### src/rtl/dmacc_pkg.sv
package dmacc_pkg;
   // mode word bit positions
   localparam int MODE_EN   = 0;
   localparam int MODE_M2D  = 1;
   localparam int MODE_TC   = 8;
   localparam int MODE_MERR = 9;
   localparam int MODE_AERR = 10;
   // register slots inside a channel's 32-byte window
   localparam int SLOT_MODE = 1;
   localparam int SLOT_CNT  = 2;
   localparam int SLOT_ADDR = 3;
   localparam int STRIDE_LOG2 = 5;
endpackage

### src/rtl/dmacc_chan.sv
module dmacc_chan
   import dmacc_pkg::*;
#(
   parameter int DATA_W = 32,
   parameter int LEN_W  = 16
) (
   input  logic              clk,
   input  logic              rst_n,
   input  logic              wr_mode,
   input  logic              wr_cnt,
   input  logic              wr_addr,
   input  logic [DATA_W-1:0] wdata,
   input  logic              upd,
   input  logic              upd_err,
   input  logic [LEN_W-1:0]  upd_len,
   output logic [DATA_W-1:0] mode_q,
   output logic [DATA_W-1:0] cnt_q,
   output logic [DATA_W-1:0] addr_q
);
   always_ff @(posedge clk) begin
      if (!rst_n) begin
         mode_q <= '0;
         cnt_q  <= '0;
         addr_q <= '0;
      end else begin
         if (upd) begin
            // request update owns mode and count this cycle
            mode_q[MODE_TC]   <= !upd_err;
            mode_q[MODE_MERR] <= upd_err;
            mode_q[MODE_AERR] <= 1'b0;
            if (!upd_err) cnt_q <= cnt_q - DATA_W'(upd_len);
         end else begin
            if (wr_mode) mode_q <= wdata;
            if (wr_cnt)  cnt_q  <= wdata;
         end
         if (wr_addr) addr_q <= wdata;
      end
   end
endmodule

### src/rtl/dmacc_eval.sv
module dmacc_eval
   import dmacc_pkg::*;
#(
   parameter int DATA_W = 32,
   parameter int LEN_W  = 16
) (
   input  logic [DATA_W-1:0] mode,
   input  logic [DATA_W-1:0] cnt,
   input  logic [LEN_W-1:0]  req_len,
   input  logic              req_m2d,
   output logic              err,
   output logic [LEN_W-1:0]  gnt_len
);
   logic short;
   always_comb begin
      err     = !mode[MODE_EN] || (req_m2d != mode[MODE_M2D]);
      short   = cnt < DATA_W'(req_len);
      gnt_len = short ? cnt[LEN_W-1:0] : req_len;
   end
endmodule

### src/rtl/dmacc_rdmux.sv
module dmacc_rdmux
   import dmacc_pkg::*;
#(
   parameter int NUM_CH = 4,
   parameter int DATA_W = 32,
   localparam int CH_W  = $clog2(NUM_CH)
) (
   input  logic                           in_win,
   input  logic [CH_W-1:0]                ch,
   input  logic [1:0]                     slot,
   input  logic                           nmi_hit,
   input  logic [NUM_CH-1:0]              nmi,
   input  logic [NUM_CH-1:0][DATA_W-1:0]  mode_all,
   input  logic [NUM_CH-1:0][DATA_W-1:0]  cnt_all,
   input  logic [NUM_CH-1:0][DATA_W-1:0]  addr_all,
   output logic [DATA_W-1:0]              rdata
);
   logic [DATA_W-1:0] nmi_word;

   generate
      if (NUM_CH == DATA_W) begin : g_nmi_full
         assign nmi_word = nmi;
      end else begin : g_nmi_pad
         assign nmi_word = {{(DATA_W-NUM_CH){1'b0}}, nmi};
      end
   endgenerate

   always_comb begin
      rdata = '0;
      if (in_win) begin
         case (slot)
            2'(SLOT_MODE): rdata = mode_all[ch];
            2'(SLOT_CNT):  rdata = cnt_all[ch];
            2'(SLOT_ADDR): rdata = addr_all[ch];
            default:       rdata = '0;
         endcase
      end else if (nmi_hit) begin
         rdata = nmi_word;
      end
   end
endmodule

### src/rtl/dma_chan_ctrl.sv
module dma_chan_ctrl
   import dmacc_pkg::*;
#(
   parameter int NUM_CH = 4,
   parameter int DATA_W = 32,
   parameter int LEN_W  = 16,
   parameter int ADDR_W = 10,
   parameter logic [ADDR_W-1:0] CH_BASE = 'h100,
   parameter logic [ADDR_W-1:0] NMI_OFF = 'h200,
   localparam int CH_W = $clog2(NUM_CH)
) (
   input  logic              clk,
   input  logic              rst_n,
   input  logic              csr_we,
   input  logic [ADDR_W-1:0] csr_addr,
   input  logic [DATA_W-1:0] csr_wdata,
   output logic [DATA_W-1:0] csr_rdata,
   input  logic              req_valid,
   input  logic [CH_W-1:0]   req_ch,
   input  logic [LEN_W-1:0]  req_len,
   input  logic              req_m2d,
   output logic              rsp_valid,
   output logic              rsp_err,
   output logic [LEN_W-1:0]  rsp_len,
   output logic [DATA_W-1:0] rsp_addr
);
   localparam int WIN_BYTES = NUM_CH << STRIDE_LOG2;

   // elaboration-time parameter checks
   generate
      if (NUM_CH < 2 || (1 << CH_W) != NUM_CH) begin : g_bad_ch
         $error("NUM_CH must be a power of two, at least 2");
      end
      if (NUM_CH > DATA_W) begin : g_bad_nmi
         $error("NUM_CH must not exceed DATA_W");
      end
      if (DATA_W < MODE_AERR + 1 || LEN_W > DATA_W || LEN_W < 1) begin : g_bad_w
         $error("DATA_W must hold the mode flags and LEN_W must fit in DATA_W");
      end
      if ((int'(CH_BASE) % WIN_BYTES) != 0 ||
          int'(CH_BASE) + WIN_BYTES > (1 << ADDR_W)) begin : g_bad_base
         $error("CH_BASE must be aligned to the channel window and fit in ADDR_W");
      end
      if (int'(NMI_OFF) >= int'(CH_BASE) &&
          int'(NMI_OFF) < int'(CH_BASE) + WIN_BYTES) begin : g_bad_nmi_off
         $error("NMI_OFF must lie outside the channel window");
      end
   endgenerate

   // register-port decode
   logic              in_win;
   logic              nmi_hit;
   logic [CH_W-1:0]   csr_ch;
   logic [1:0]        csr_slot;

   always_comb begin
      in_win   = (csr_addr >= CH_BASE) &&
                 ({1'b0, csr_addr} < ({1'b0, CH_BASE} + (ADDR_W+1)'(WIN_BYTES)));
      nmi_hit  = csr_addr[ADDR_W-1:2] == NMI_OFF[ADDR_W-1:2];
      csr_ch   = csr_addr[STRIDE_LOG2 +: CH_W];
      csr_slot = csr_addr[4:3];
   end

   logic [NUM_CH-1:0][DATA_W-1:0] mode_all;
   logic [NUM_CH-1:0][DATA_W-1:0] cnt_all;
   logic [NUM_CH-1:0][DATA_W-1:0] addr_all;
   logic [NUM_CH-1:0]             nmi_q;

   // request evaluation on the selected channel
   logic             req_err;
   logic [LEN_W-1:0] gnt_len;

   dmacc_eval #(.DATA_W(DATA_W), .LEN_W(LEN_W)) u_eval (
      .mode    (mode_all[req_ch]),
      .cnt     (cnt_all[req_ch]),
      .req_len (req_len),
      .req_m2d (req_m2d),
      .err     (req_err),
      .gnt_len (gnt_len)
   );

   // channel register sets
   generate
      for (genvar i = 0; i < NUM_CH; i++) begin : g_ch
         logic sel_w;
         assign sel_w = csr_we && in_win && (csr_ch == CH_W'(i));
         dmacc_chan #(.DATA_W(DATA_W), .LEN_W(LEN_W)) u_chan (
            .clk     (clk),
            .rst_n   (rst_n),
            .wr_mode (sel_w && (csr_slot == 2'(SLOT_MODE))),
            .wr_cnt  (sel_w && (csr_slot == 2'(SLOT_CNT))),
            .wr_addr (sel_w && (csr_slot == 2'(SLOT_ADDR))),
            .wdata   (csr_wdata),
            .upd     (req_valid && (req_ch == CH_W'(i))),
            .upd_err (req_err),
            .upd_len (gnt_len),
            .mode_q  (mode_all[i]),
            .cnt_q   (cnt_all[i]),
            .addr_q  (addr_all[i])
         );
      end
   endgenerate

   // interrupt source word and response register
   always_ff @(posedge clk) begin
      if (!rst_n) begin
         nmi_q     <= '0;
         rsp_valid <= 1'b0;
         rsp_err   <= 1'b0;
         rsp_len   <= '0;
         rsp_addr  <= '0;
      end else begin
         rsp_valid <= req_valid;
         rsp_err   <= req_valid && req_err;
         rsp_len   <= (req_valid && !req_err) ? gnt_len : '0;
         rsp_addr  <= (req_valid && !req_err) ? addr_all[req_ch] : '0;
         if (req_valid && req_err) nmi_q[req_ch] <= 1'b1;
      end
   end

   dmacc_rdmux #(.NUM_CH(NUM_CH), .DATA_W(DATA_W)) u_rdmux (
      .in_win   (in_win),
      .ch       (csr_ch),
      .slot     (csr_slot),
      .nmi_hit  (nmi_hit),
      .nmi      (nmi_q),
      .mode_all (mode_all),
      .cnt_all  (cnt_all),
      .addr_all (addr_all),
      .rdata    (csr_rdata)
   );
endmodule

### config.mk
export PLATFORM = sky130hd
export DESIGN_NAME = dma_chan_ctrl
export DESIGN_NICKNAME = d
export VERILOG_FILES = /design/src/rtl/dmacc_pkg.sv /design/src/rtl/dmacc_chan.sv /design/src/rtl/dmacc_eval.sv /design/src/rtl/dmacc_rdmux.sv /design/src/rtl/dma_chan_ctrl.sv
export SDC_FILE = /design/constraint.sdc
export NUM_CORES = 1
export LEC_CHECK = 0
export ABC_AREA = 1
export BUFFER_PORTS_ARGS = -buffer_cell sky130_fd_sc_hd__buf_2
export CAP_MARGIN = 10
export CORE_ASPECT_RATIO = 0.5
export CORE_UTILIZATION = 27
export CTS_CLUSTER_DIAMETER = 30
export DETAILED_ROUTE_END_ITERATION = 7
export GPL_TIMING_DRIVEN = 0
export RECOVER_POWER = 100
export REMOVE_ABC_BUFFERS = 1
export SLEW_MARGIN = 20
export SYNTH_ARGS = -nofsm -noshare
export SYNTH_HDL_FRONTEND = slang
export SYNTH_SLANG_ARGS = --single-unit
### constraint.sdc
create_clock -name clk -period 6.9 [get_ports clk]
set_clock_uncertainty 0.2 [all_clocks]
set_input_delay 1.38 -clock clk [delete_from_list [all_inputs] [get_ports clk]]
set_output_delay 1.38 -clock clk [all_outputs]
set_load 0.02 [all_outputs]
# Word level (Yosys, flattened, before mapping)
# Index checks and enable logic that the tools add are counted.
[totals]
ff_bits = 438
out_inout_bits = 82
elab_cells = 145
[op_classes]
n_addsub = 4
magnitude_cmp = 6
eq_ne = 15
mux = 38
bitwise = 6
n_reduce_logical = 51
[op_table]
columns = ["operator", "n"]
rows = [
  ["2-to-1 mux 32 bit", 18],
  ["binary-select mux 32 bit (select 2 bit)", 6],
  ["subtractor 32 x 16 -> 32 bit", 4],
  ["case mux 32 bit (3 select lines)", 1],
  ["2-to-1 mux 10 bit", 4],
  ["less-than comparator 32 x 16 -> 1 bit", 1],
  ["logical AND 1 bit", 25],
  ["AND reduction 2 bit", 9],
  ["2-to-1 mux 16 bit", 1],
  ["nonzero test 2 bit", 8],
  ["equality test 2 bit (second input constant)", 6],
  [">= comparator 10 x 9 -> 1 bit (second input constant)", 1],
  ["less-than comparator 10 x 9 -> 1 bit (second input constant)", 1],
  ["2-to-1 mux 2 bit", 5],
  ["equality test 8 bit (second input constant)", 1],
  ["inequality test 2 bit (second input constant)", 4],
  ["OR reduction 2 bit", 4],
  ["equality test 2 x 1 -> 1 bit (second input constant)", 3],
  ["less-than comparator 2 x 3 -> 1 bit (second input constant)", 2],
  ["NOT 1 bit", 5],
  ["logical NOT 2 bit", 2],
  ["2-to-1 mux 4 bit", 1],
  ["OR 4 bit", 1],
  ["demux 1 bit (select 2 bit)", 1],
  ["other kinds (5)", 6],
]

# Logic depth before layout (Yosys ltp)
# Gate-level depths: netlist of the first run.
[logic_depth]
word_depth = 7
depth_mapped = 36

# Cells and area by module
# From an unflattened synthesis of the first run, not the netlist that was laid out.
[hier_totals]
hier_cells = 5347
area_unflattened_um2 = 30681.9
[by_module_without_submodules]
columns = ["module", "n_inst", "cells_per_inst", "area_each_um2", "seq_area_each_um2"]
rows = [
  ["dmacc_chan (g_ch[1].u_chan ...)", 3, 817, 5270.1, 1921.8],
  ["dmacc_chan (g_ch[0].u_chan)", 1, 814, 5243.8, 1921.8],
  ["dmacc_rdmux", 1, 1169, 4735.8, 0.0],
  ["dma_chan_ctrl", 1, 779, 4159.0, 1081.0],
  ["dmacc_eval", 1, 134, 733.2, 0.0],
]

# Worst setup path before layout of the first run
# Ideal clock, no wire load.
[synth_timing]
path_kind = "input-to-reg"
from = "input req_ch[0]"
to = "register g_ch[1].u_chan.cnt_q[12]"
setup_ns = 0.109
arrival_time_ns = 5.312
required_ns = 6.591
path_slack_ns = 1.279
stages = 31
cell_sequence = "buf_4 > nand2_1 > buf_2 > o22ai_1 > a21oi_1 > o21a_1 > inv_1 > ha_1 > a21o_1 > nand3_1 > a21oi_1 > nor2_1 > nand3_2 > nor2_8 > nand2_8 > buf_6 > o21ai_0 > ha_1 > inv_1 > ha_1 > inv_1 > nand2_1 > nand2_1 > nand3_1 > nand2_1 > nand3b_2 > or2_1 > nand3_1 > o211ai_1 > nand2_1 > inv_1"
[synth_between]
elab_chain_len = 7
[synth_lines]
columns = ["item", "line_no", "source"]
rows = [
  ["start: declaration", "dma_chan_ctrl.sv:19", "input logic [CH_W-1:0] req_ch,"],
  ["binary-select mux 32 bit (select 2 bit) *", "dma_chan_ctrl.sv:75", ".cnt (cnt_all[req_ch]),"],
  ["2-to-1 mux 32 bit (not written as such) *", "dma_chan_ctrl.sv:75", ""],
  ["less-than comparator 32 x 16 -> 1 bit", "dmacc_eval.sv:17", "short = cnt < DATA_W'(req_len);"],
  ["2-to-1 mux 16 bit *", "dmacc_eval.sv:18", "gnt_len = short ? cnt[LEN_W-1:0] : req_len;"],
  ["net g_ch[0].u_chan.upd_len[0]", "dmacc_chan.sv:15", "input logic [LEN_W-1:0] upd_len,"],
  ["subtractor 32 x 16 -> 32 bit *", "dmacc_chan.sv:31", "if (!upd_err) cnt_q <= cnt_q - DATA_W'(upd_len);"],
  ["2-to-1 mux 32 bit *", "dmacc_chan.sv:31", ""],
  ["2-to-1 mux 32 bit *", "dmacc_chan.sv:26", "if (upd) begin"],
  ["end signal: assignment", "dmacc_chan.sv:31", ""],
  ["end signal: assignment", "dmacc_chan.sv:34", "if (wr_cnt) cnt_q <= wdata;"],
  ["end: declaration", "dmacc_chan.sv:17", "output logic [DATA_W-1:0] cnt_q,"],
]
# The timed path passes the listed nets; every way through them passes the cells marked *. The select of a mux whose other input is x is not followed.
# A chain may end at the register's enable or synchronous reset.

# Worst setup path in the final report of the first run
[layout_timing]
from = "input csr_addr[5]"
to = "output csr_rdata[25]"
[layout_between]
elab_chain_len = 4
[layout_lines]
columns = ["item", "line_no", "source"]
rows = [
  ["start: declaration", "dma_chan_ctrl.sv:15", "input logic [ADDR_W-1:0] csr_addr,"],
  ["parallel branches: the longest is 3 deep, another holds >= comparator 10 x 9 -> 1 bit", "n/a", ""],
  ["2-to-1 mux 32 bit *", "dmacc_rdmux.sv:30", "if (in_win) begin"],
  ["end: declaration", "dma_chan_ctrl.sv:17", "output logic [DATA_W-1:0] csr_rdata,"],
]
# Every way passes the cells marked *. The select of a mux whose other input is x is not followed.

==> flow_metrics.py, run 1 <==
metrics = {
    "route": {
        "drc": 0,
        "routedWlPerCell_microns": 18.8,
        "drtPass1Iterations": 8,
        "finalWirelength_microns": 111000,
        "final_antenna_net_count": 0,
        "drtIter0Drc": 3171,
        "num_vias": 29900,
        "viasPerCell": 5.05,
    },
    "synth": {
        "synth_cell_types": 54,
        "yosys.area.top_type": "dfxtp_1",
        "synth-seq-area-share": 0.317,
        "yosysWarnings": 0,
        "syn_avg_cell_area_sq_um": 6.22,
        "synth_area_sq_um": 27700,
        "synth_edf_count": 0,
        "synthArstFlopShare": 0,
        "synth_seq_cells": 438,
        "synth_flop_cell": "dfxtp_1",
        "netlist_instances": 4450,
        "synth_top_area_frac": 0.317,
        "synth.area.top_cells": "dfxtp_1 (32%), nand2_1 (13%), inv_1 (9.0%)",
    },
    "min_path": {
        "min_from": "nmi_q[1]",
        "hold_depth": 2,
        "min_to": "nmi_q[1]",
        "hold_path.class": "reg -> reg",
    },
    "sta": {
        "setup_slack_ns": 0.218,
        "clock.fmax_mhz": 150,
        "finalHoldViolCount": 0,
        "relSlewSlack": -2.62,
        "holdWs_ns": 0.249,
        "post-route-period-util": 0.968,
        "fin_tns_setup_ns": 0,
        "rsz0062_at_grt": "false",
        "worst_pin_slew_ns": 5.43,
        "final_max_slew_viol_count": 344,
        "period_needed_ns": 6.68,
        "setup_viol_count_final": 0,
    },
    "grt": {
        "grt_max_degree": 140,
        "overflow": 0,
        "grt_pass1_wl_microns": 167000,
        "antenna_found_initial": 6,
        "track_usage": 0.208,
        "grt_pass1_vias": 27500,
    },
    "setup_path": {
        "worstPathBufferInverterCount": 4,
        "slowest_stage": "nand2_1",
        "end_kind": "output pin",
        "path_class": "in -> out",
        "reg2reg_depth": 25,
        "worstReg2RegStart": "g_ch[1].u_chan.cnt_q[11]",
        "timing.reg2reg.setup_slack_ns": 1.63,
        "r2r_end": "g_ch[2].u_chan.cnt_q[17]",
        "start_kind": "input port",
        "worstPathRequired_ns": 5.32,
        "cpLargestDelayFamily": "simple AND/OR/NAND/NOR gates",
        "critPathArrivalTime_ns": 5.10,
        "critPathMaxFanout": 46,
        "path_cells": "clkbuf_1, inv_1, nand2_1, o22ai_1, o21ai_0, nand3_1, nand2_1, inv_1, clkbuf_1",
        "slowest_delay_ns": 1.69,
    },
    "floorplan": {
        "die_w_microns": 455,
        "core_area_sq_um": 101000,
        "rows": 82,
        "boundaryPins": 147,
        "die_area_sq_um": 104000,
        "initial_core_util": 0.274,
        "die_h_microns": 228,
    },
    "finish": {
        "n_fill_cell": 11000,
        "instances_no_fill": 5934,
        "fin_area_sq_um": 33700,
        "layout-drive-gt1-share": 0.102,
        "fin_nets": 4592,
        "utilization": 0.334,
        "syn_to_final_growth_pct": 21.8,
    },
    "clocking": {
        "numClockSinks": 438,
        "hold_buffers": 0,
        "cts-root-buf": "clkbuf_16",
        "cts_made_buffers": 101,
        "cts_tree": "done",
        "ctsHtreeMaxLevel": 3,
        "clk_pin_slew_ns": 0.05,
        "ctsLongestPathBuffers": 3,
        "clkLatencyLatePin_ns": 0.66,
    },
    "power_and_ir_drop": {
        "power.total_mw": 9.36,
        "power_density_nw_per_um2": 278,
        "p_leak_nw": 14.8,
        "ir_drop_v": 0.000211,
    },
    "place": {
        "pre_cts_slack_ns": -1.29,
        "place_congestion": 0.995,
        "dp.cells": 5735,
        "io_buffers": 144,
        "postPlaceCellArea_sq_um": 30000,
        "hpwl_microns": 78200,
    },
    "outcome": {
        "status": "finished with violations",
        "violations": "max-capacitance violations, max-slew violations",
    },
    "flow_run": {
        "drv_cap": 8,
    },
}
-- cell type report --
type	instances	area (sq um)	area share
multi-input cells	3060	15300	0.454
flip-flops and latches	438	8770	0.260
clock buffers	127	2810	0.0833
inverters	721	2740	0.0814
well taps	1344	1680	0.0499
repair buffers	178	1320	0.0393
clock inverters	64	1070	0.0319
diodes	2	5.00	0.000149
-- tightest hold or removal path: cells and delay by family, from the launching register on --
family	cells	cell delay (ns)
compound gates	1	0.06
buf+inv	1	0.05
flops	1	0.29
-- how the worst max path moves through the flow --
stage                           start                        to  cells past startpoint
after floorplan             req_ch[1]  g_ch[3].u_chan.cnt_q[24]                     28
after CTS                   req_ch[1]  g_ch[1].u_chan.cnt_q[30]                     24
final                     csr_addr[5]             csr_rdata[25]                      9
after global placement      req_ch[0]   g_ch[2].u_chan.cnt_q[5]                     11
after detailed placement    req_ch[1]  g_ch[2].u_chan.cnt_q[20]                     29
after global routing        req_ch[1]  g_ch[1].u_chan.cnt_q[20]                     29
-- state kept, by name, indices dropped and copies added, names as in the netlist --
name	count
rsp_addr	32
rsp_valid	1
rsp_err	1
nmi_q	4
g_ch.u_chan.mode_q	128
rsp_len	16
g_ch.u_chan.addr_q	128
g_ch.u_chan.cnt_q	128
-- power by group --
part           leakage, nW  total (mW)  internal (mW)  switching [mW]
registers             3.53        2.55           2.55         0.00642
clock network         1.89        5.43           3.78            1.64
logic                 9.41        1.38          0.374            1.00
total                 14.8        9.36           6.70            2.65
-- cell usage in the layout (no fill, tap or decap), drive strengths merged, types with 30 or more instances in the layout --
master / count
o21ai: 487
clkbuf: 213
nand2: 1030
buf: 92
dfxtp: 438
a21oi: 433
a31oi: 44
nor2: 266
inv: 718
clkinv: 31
o211ai: 30
nand3: 369
nor3: 32
o22ai: 170
a22oi: 40
-- synthesized netlist by cell type, types with 24 or more instances --
cell type	number
nor2_2	27
inv_2	49
o21ai_0	481
o211ai_1	30
nand3_2	26
a22oi_1	40
nor3_1	32
a31oi_1	41
dfxtp_1	438
buf_1	24
nand2_2	48
nand4_1	26
o22ai_1	170
ha_1	27
nand2_1	972
nand3_1	335
inv_1	666
nor2_1	233
clkbuf_1	196
a21oi_1	432
-- kinds of logic after synthesis --
| group | share of synthesized area |
|---|---|
| AO/OA/AOI/OAI | 0.252 |
| adder cells (fa/ha/maj) | 0.0122 |
| flip-flops | 0.317 |
| buffers and inverters | 0.132 |
| AND/OR/NAND/NOR | 0.279 |
| XOR/XNOR | 0.00792 |
-- layer usage --
metal / GRT usage / vias to the layer above / part of all wire
li1: - / 14800 / -
met1: 0.275 / 13700 / 0.44
met2: 0.337 / 1218 / 0.45
met3: 0.0288 / 236 / 0.071
met4: 0.0849 / 4 / 0.038
met5: 0 / - / 0.00024
-- timing repair --
item / CTS / global route
buffers inserted: 0 / 5
gates cloned: 0 / 1
pin swaps: 0 / 2
setup endpoints to repair: 110 / 61
resized for setup: 7 / 3
Power figures use the tool's default switching activity.
==> inputs of run 2 (changes only) <==
ABC_AREA = unset   (was 1)
CORE_UTILIZATION = 40   (was 27)
==> flow_metrics.py, run 2 <==
metrics = {
    "synth": {
        "synth.area.top_cells": "dfxtp_1 (33%), mux4_2 (12%), nand2_1 (9.8%)",
        "yosysMostFrequentCell": "nand2_1",
        "synth_seq_cells": 438,
        "synthMuxAreaShare": 0.154,
        "synthSimpleGateAreaFrac": 0.207,
        "synthArstFlopShare": 0,
        "synth_top_area_frac": 0.326,
        "synth_flop_cell": "dfxtp_1",
        "synth-seq-area-share": 0.326,
        "synthTopCellsByCount": "nand2_1 (704), dfxtp_1 (438), a21oi_1 (407), clkbuf_1 (260), nor2_1 (221)",
        "yosysWarnings": 0,
        "synth-adder-area-share": 0.0273,
        "synth_edf_count": 0,
        "synth_top_family_by_area": "simple AND/OR/NAND/NOR gates",
        "netlist_instances": 3331,
        "syn_avg_cell_area_sq_um": 8.07,
        "synth_compound_area_frac": 0.205,
        "synth_area_sq_um": 26900,
        "synth_xor_xnor_area_share": 0.0257,
        "synth_cell_types": 103,
        "yosys.area.top_type": "dfxtp_1",
    },
    "finish": {
        "top_regs": "g_ch.u_chan.addr_q (128), g_ch.u_chan.cnt_q (128), g_ch.u_chan.mode_q (128)",
        "fin_nets": 3420,
        "multiInputGateArea_sq_um": 17100,
        "register_area_sq_um": 8770,
        "layout_commonest_cell": "nand2_1",
        "utilization": 0.483,
        "syn_to_final_growth_pct": 18.0,
        "fin_area_sq_um": 31700,
        "final_cell_mix": "nand2_1 (704), dfxtp_1 (438), a21oi_1 (401)",
        "layout-drive-gt1-share": 0.175,
        "n_fill_cell": 6297,
    },
    "route": {
        "num_vias": 26400,
        "drtPass1Iterations": 8,
        "drc": 0,
        "drtIter0Drc": 3271,
        "routedWlPerCell_microns": 23.2,
        "final_antenna_net_count": 0,
        "viasPerCell": 6.17,
        "finalWirelength_microns": 99000,
    },
    "outcome": {
        "violations": "max-capacitance violations, max-slew violations",
        "status": "finished with violations",
    },
    "clocking": {
        "cts_made_buffers": 83,
        "numClockSinks": 438,
        "clkLatencyLatePin_ns": 0.65,
        "ctsLongestPathBuffers": 3,
        "cts-root-buf": "clkbuf_16",
        "cts_tree": "done",
        "ctsHtreeMaxLevel": 3,
        "clk_pin_slew_ns": 0.05,
        "hold_buffers": 0,
    },
    "sta": {
        "clock.fmax_mhz": 148,
        "relSlewSlack": -0.996,
        "setup_slack_ns": 0.161,
        "period_needed_ns": 6.74,
        "final_max_slew_viol_count": 142,
        "worst_pin_slew_ns": 2.99,
        "rsz0062_at_grt": "true",
        "post-route-period-util": 0.977,
        "setup_viol_count_final": 0,
        "finalHoldViolCount": 0,
    },
    "grt": {
        "grt_max_degree": 127,
        "grt_pass1_vias": 24100,
        "grt_pass1_wl_microns": 149000,
        "antenna_found_initial": 0,
        "overflow": 0,
        "track_usage": 0.283,
    },
    "setup_path": {
        "worstReg2RegStart": "g_ch[3].u_chan.cnt_q[19]",
        "critPathMaxFanout": 16,
        "r2r_end": "g_ch[0].u_chan.cnt_q[24]",
        "reg2reg_depth": 19,
        "path_class": "in -> reg",
        "timing.reg2reg.setup_slack_ns": 0.58,
        "path_cells": "buf_16, mux4_2, ha_1, o211ai_1, nor4_4, a221oi_4, nand3_4, nor2_4, buf_4, mux2_2, a2111oi_2, o31ai_2, maj3_2, o31ai_2, o211ai_1, nand3_1, o2111ai_4, nor3b_1, or3_1, and4_1",
        "worstPathRequired_ns": 7.23,
        "critPathArrivalTime_ns": 7.07,
        "end_kind": "flip-flop",
        "slowest_stage": "mux4_2",
        "start_kind": "input port",
        "slowest_delay_ns": 0.59,
    },
    "floorplan": {
        "die_h_microns": 185,
        "die_area_sq_um": 68300,
        "rows": 66,
        "core_area_sq_um": 65700,
        "die_w_microns": 369,
        "initial_core_util": 0.409,
        "boundaryPins": 147,
    },
    "place": {
        "postPlaceCellArea_sq_um": 28800,
        "hpwl_microns": 66700,
        "place_congestion": 0.979,
        "io_buffers": 144,
        "pre_cts_slack_ns": -1.91,
    },
    "min_path": {
        "min_from": "g_ch[3].u_chan.mode_q[3]",
        "min_to": "g_ch[3].u_chan.mode_q[3]",
        "hold_depth": 2,
        "hold_path.class": "reg -> reg",
    },
    "flow_run": {
        "drv_cap": 4,
    },
    "power_and_ir_drop": {
        "ir_drop_v": 0.000167,
        "p_leak_nw": 11.4,
        "power_density_nw_per_um2": 253,
    },
}
## run 2: cell types whose count changed in the layout (fill, tap and decap cells not counted), sizes merged, moves of 64 or more
cell,delta
inv,-639
buf,+64
xnor2,+64
nand3,-291
nand2,-324
o21ai,-389
mux4,+145
o22ai,-142
## run 2: power by group
part           leakage, nW  switching [mW]  internal, mW
clock network         1.37            1.46          2.66
logic                 6.48           0.836         0.482
registers             3.53          0.0274          2.55
total                 11.4            2.32          5.70
## run 2: routing by layer
layer  track usage  routed length [microns]  up-vias
li1              -                        -    12000
met1         0.386                    42100    12800
met2         0.445                    44900     1314
met3        0.0528                     8670      207
met4         0.102                     3310        0
met5             0                        0        -
## run 2: stage by stage
step | hold WS, ns | cells | power, mW | setup TNS, ns
after floorplan | 0.229 | 3026 | 3.42 | -8.10
after global placement | 0.237 | 4054 | 3.79 | -916.66
after detailed placement | 0.244 | 4111 | 3.85 | -135.23
after CTS | 0.252 | 4261 | 7.98 | 0
after global routing | 0.260 | 4273 | 8.29 | -0.313
final | 0.249 | 4274 | 8.02 | 0
## run 2: repair_timing
action,in CTS,in global routing
pin swaps,2,15
gates cloned,1,1
setup endpoints to repair,100,73
setup buffers,3,11
resized for setup,12,34
## run 2: how the worst max path moves through the flow
stage,from,endpoint,slack (ns),cells past startpoint
after floorplan,req_ch[1],g_ch[2].u_chan.cnt_q[19],-0.51,15
final,req_ch[1],g_ch[0].u_chan.cnt_q[25],0.16,20
after CTS,req_ch[1],g_ch[1].u_chan.cnt_q[20],0.005,23
after global routing,req_ch[1],g_ch[0].u_chan.cnt_q[25],-0.07,20
after global placement,req_ch[1],g_ch[0].u_chan.mode_q[29],-3.91,5
after detailed placement,req_ch[1],g_ch[1].u_chan.cnt_q[22],-1.91,23
## run 2: critical path: cells and delay by family
kind / cells / cell delay, ns
AO/OA/AOI/OAI: 7 / 2.08
buffers and inverters: 2 / 0.46
multiplexers: 2 / 1.01
AND/OR/NAND/NOR: 7 / 1.45
adder cells (fa/ha/maj): 2 / 0.67
## run 2: area by class of cell
cell class | count | share of cell area
Antenna cell | 1 | 0.0000788
Clock buffer | 105 | 0.0726
Clock inverter | 41 | 0.0158
Inverter | 72 | 0.00875
Multi-Input combinational cell | 2517 | 0.539
Sequential cell | 438 | 0.276
Tap cell | 884 | 0.0349
Timing Repair Buffer | 216 | 0.0523
## run 2: logic make-up after synthesis
family	count (synthesis)
and+or+nand+nor	1274
AOI/OAI and AO/OA	871
DFF	438
buffers and inverters	377
muxes	227
xor gates and xnor gates	79
adders and majority gates	65
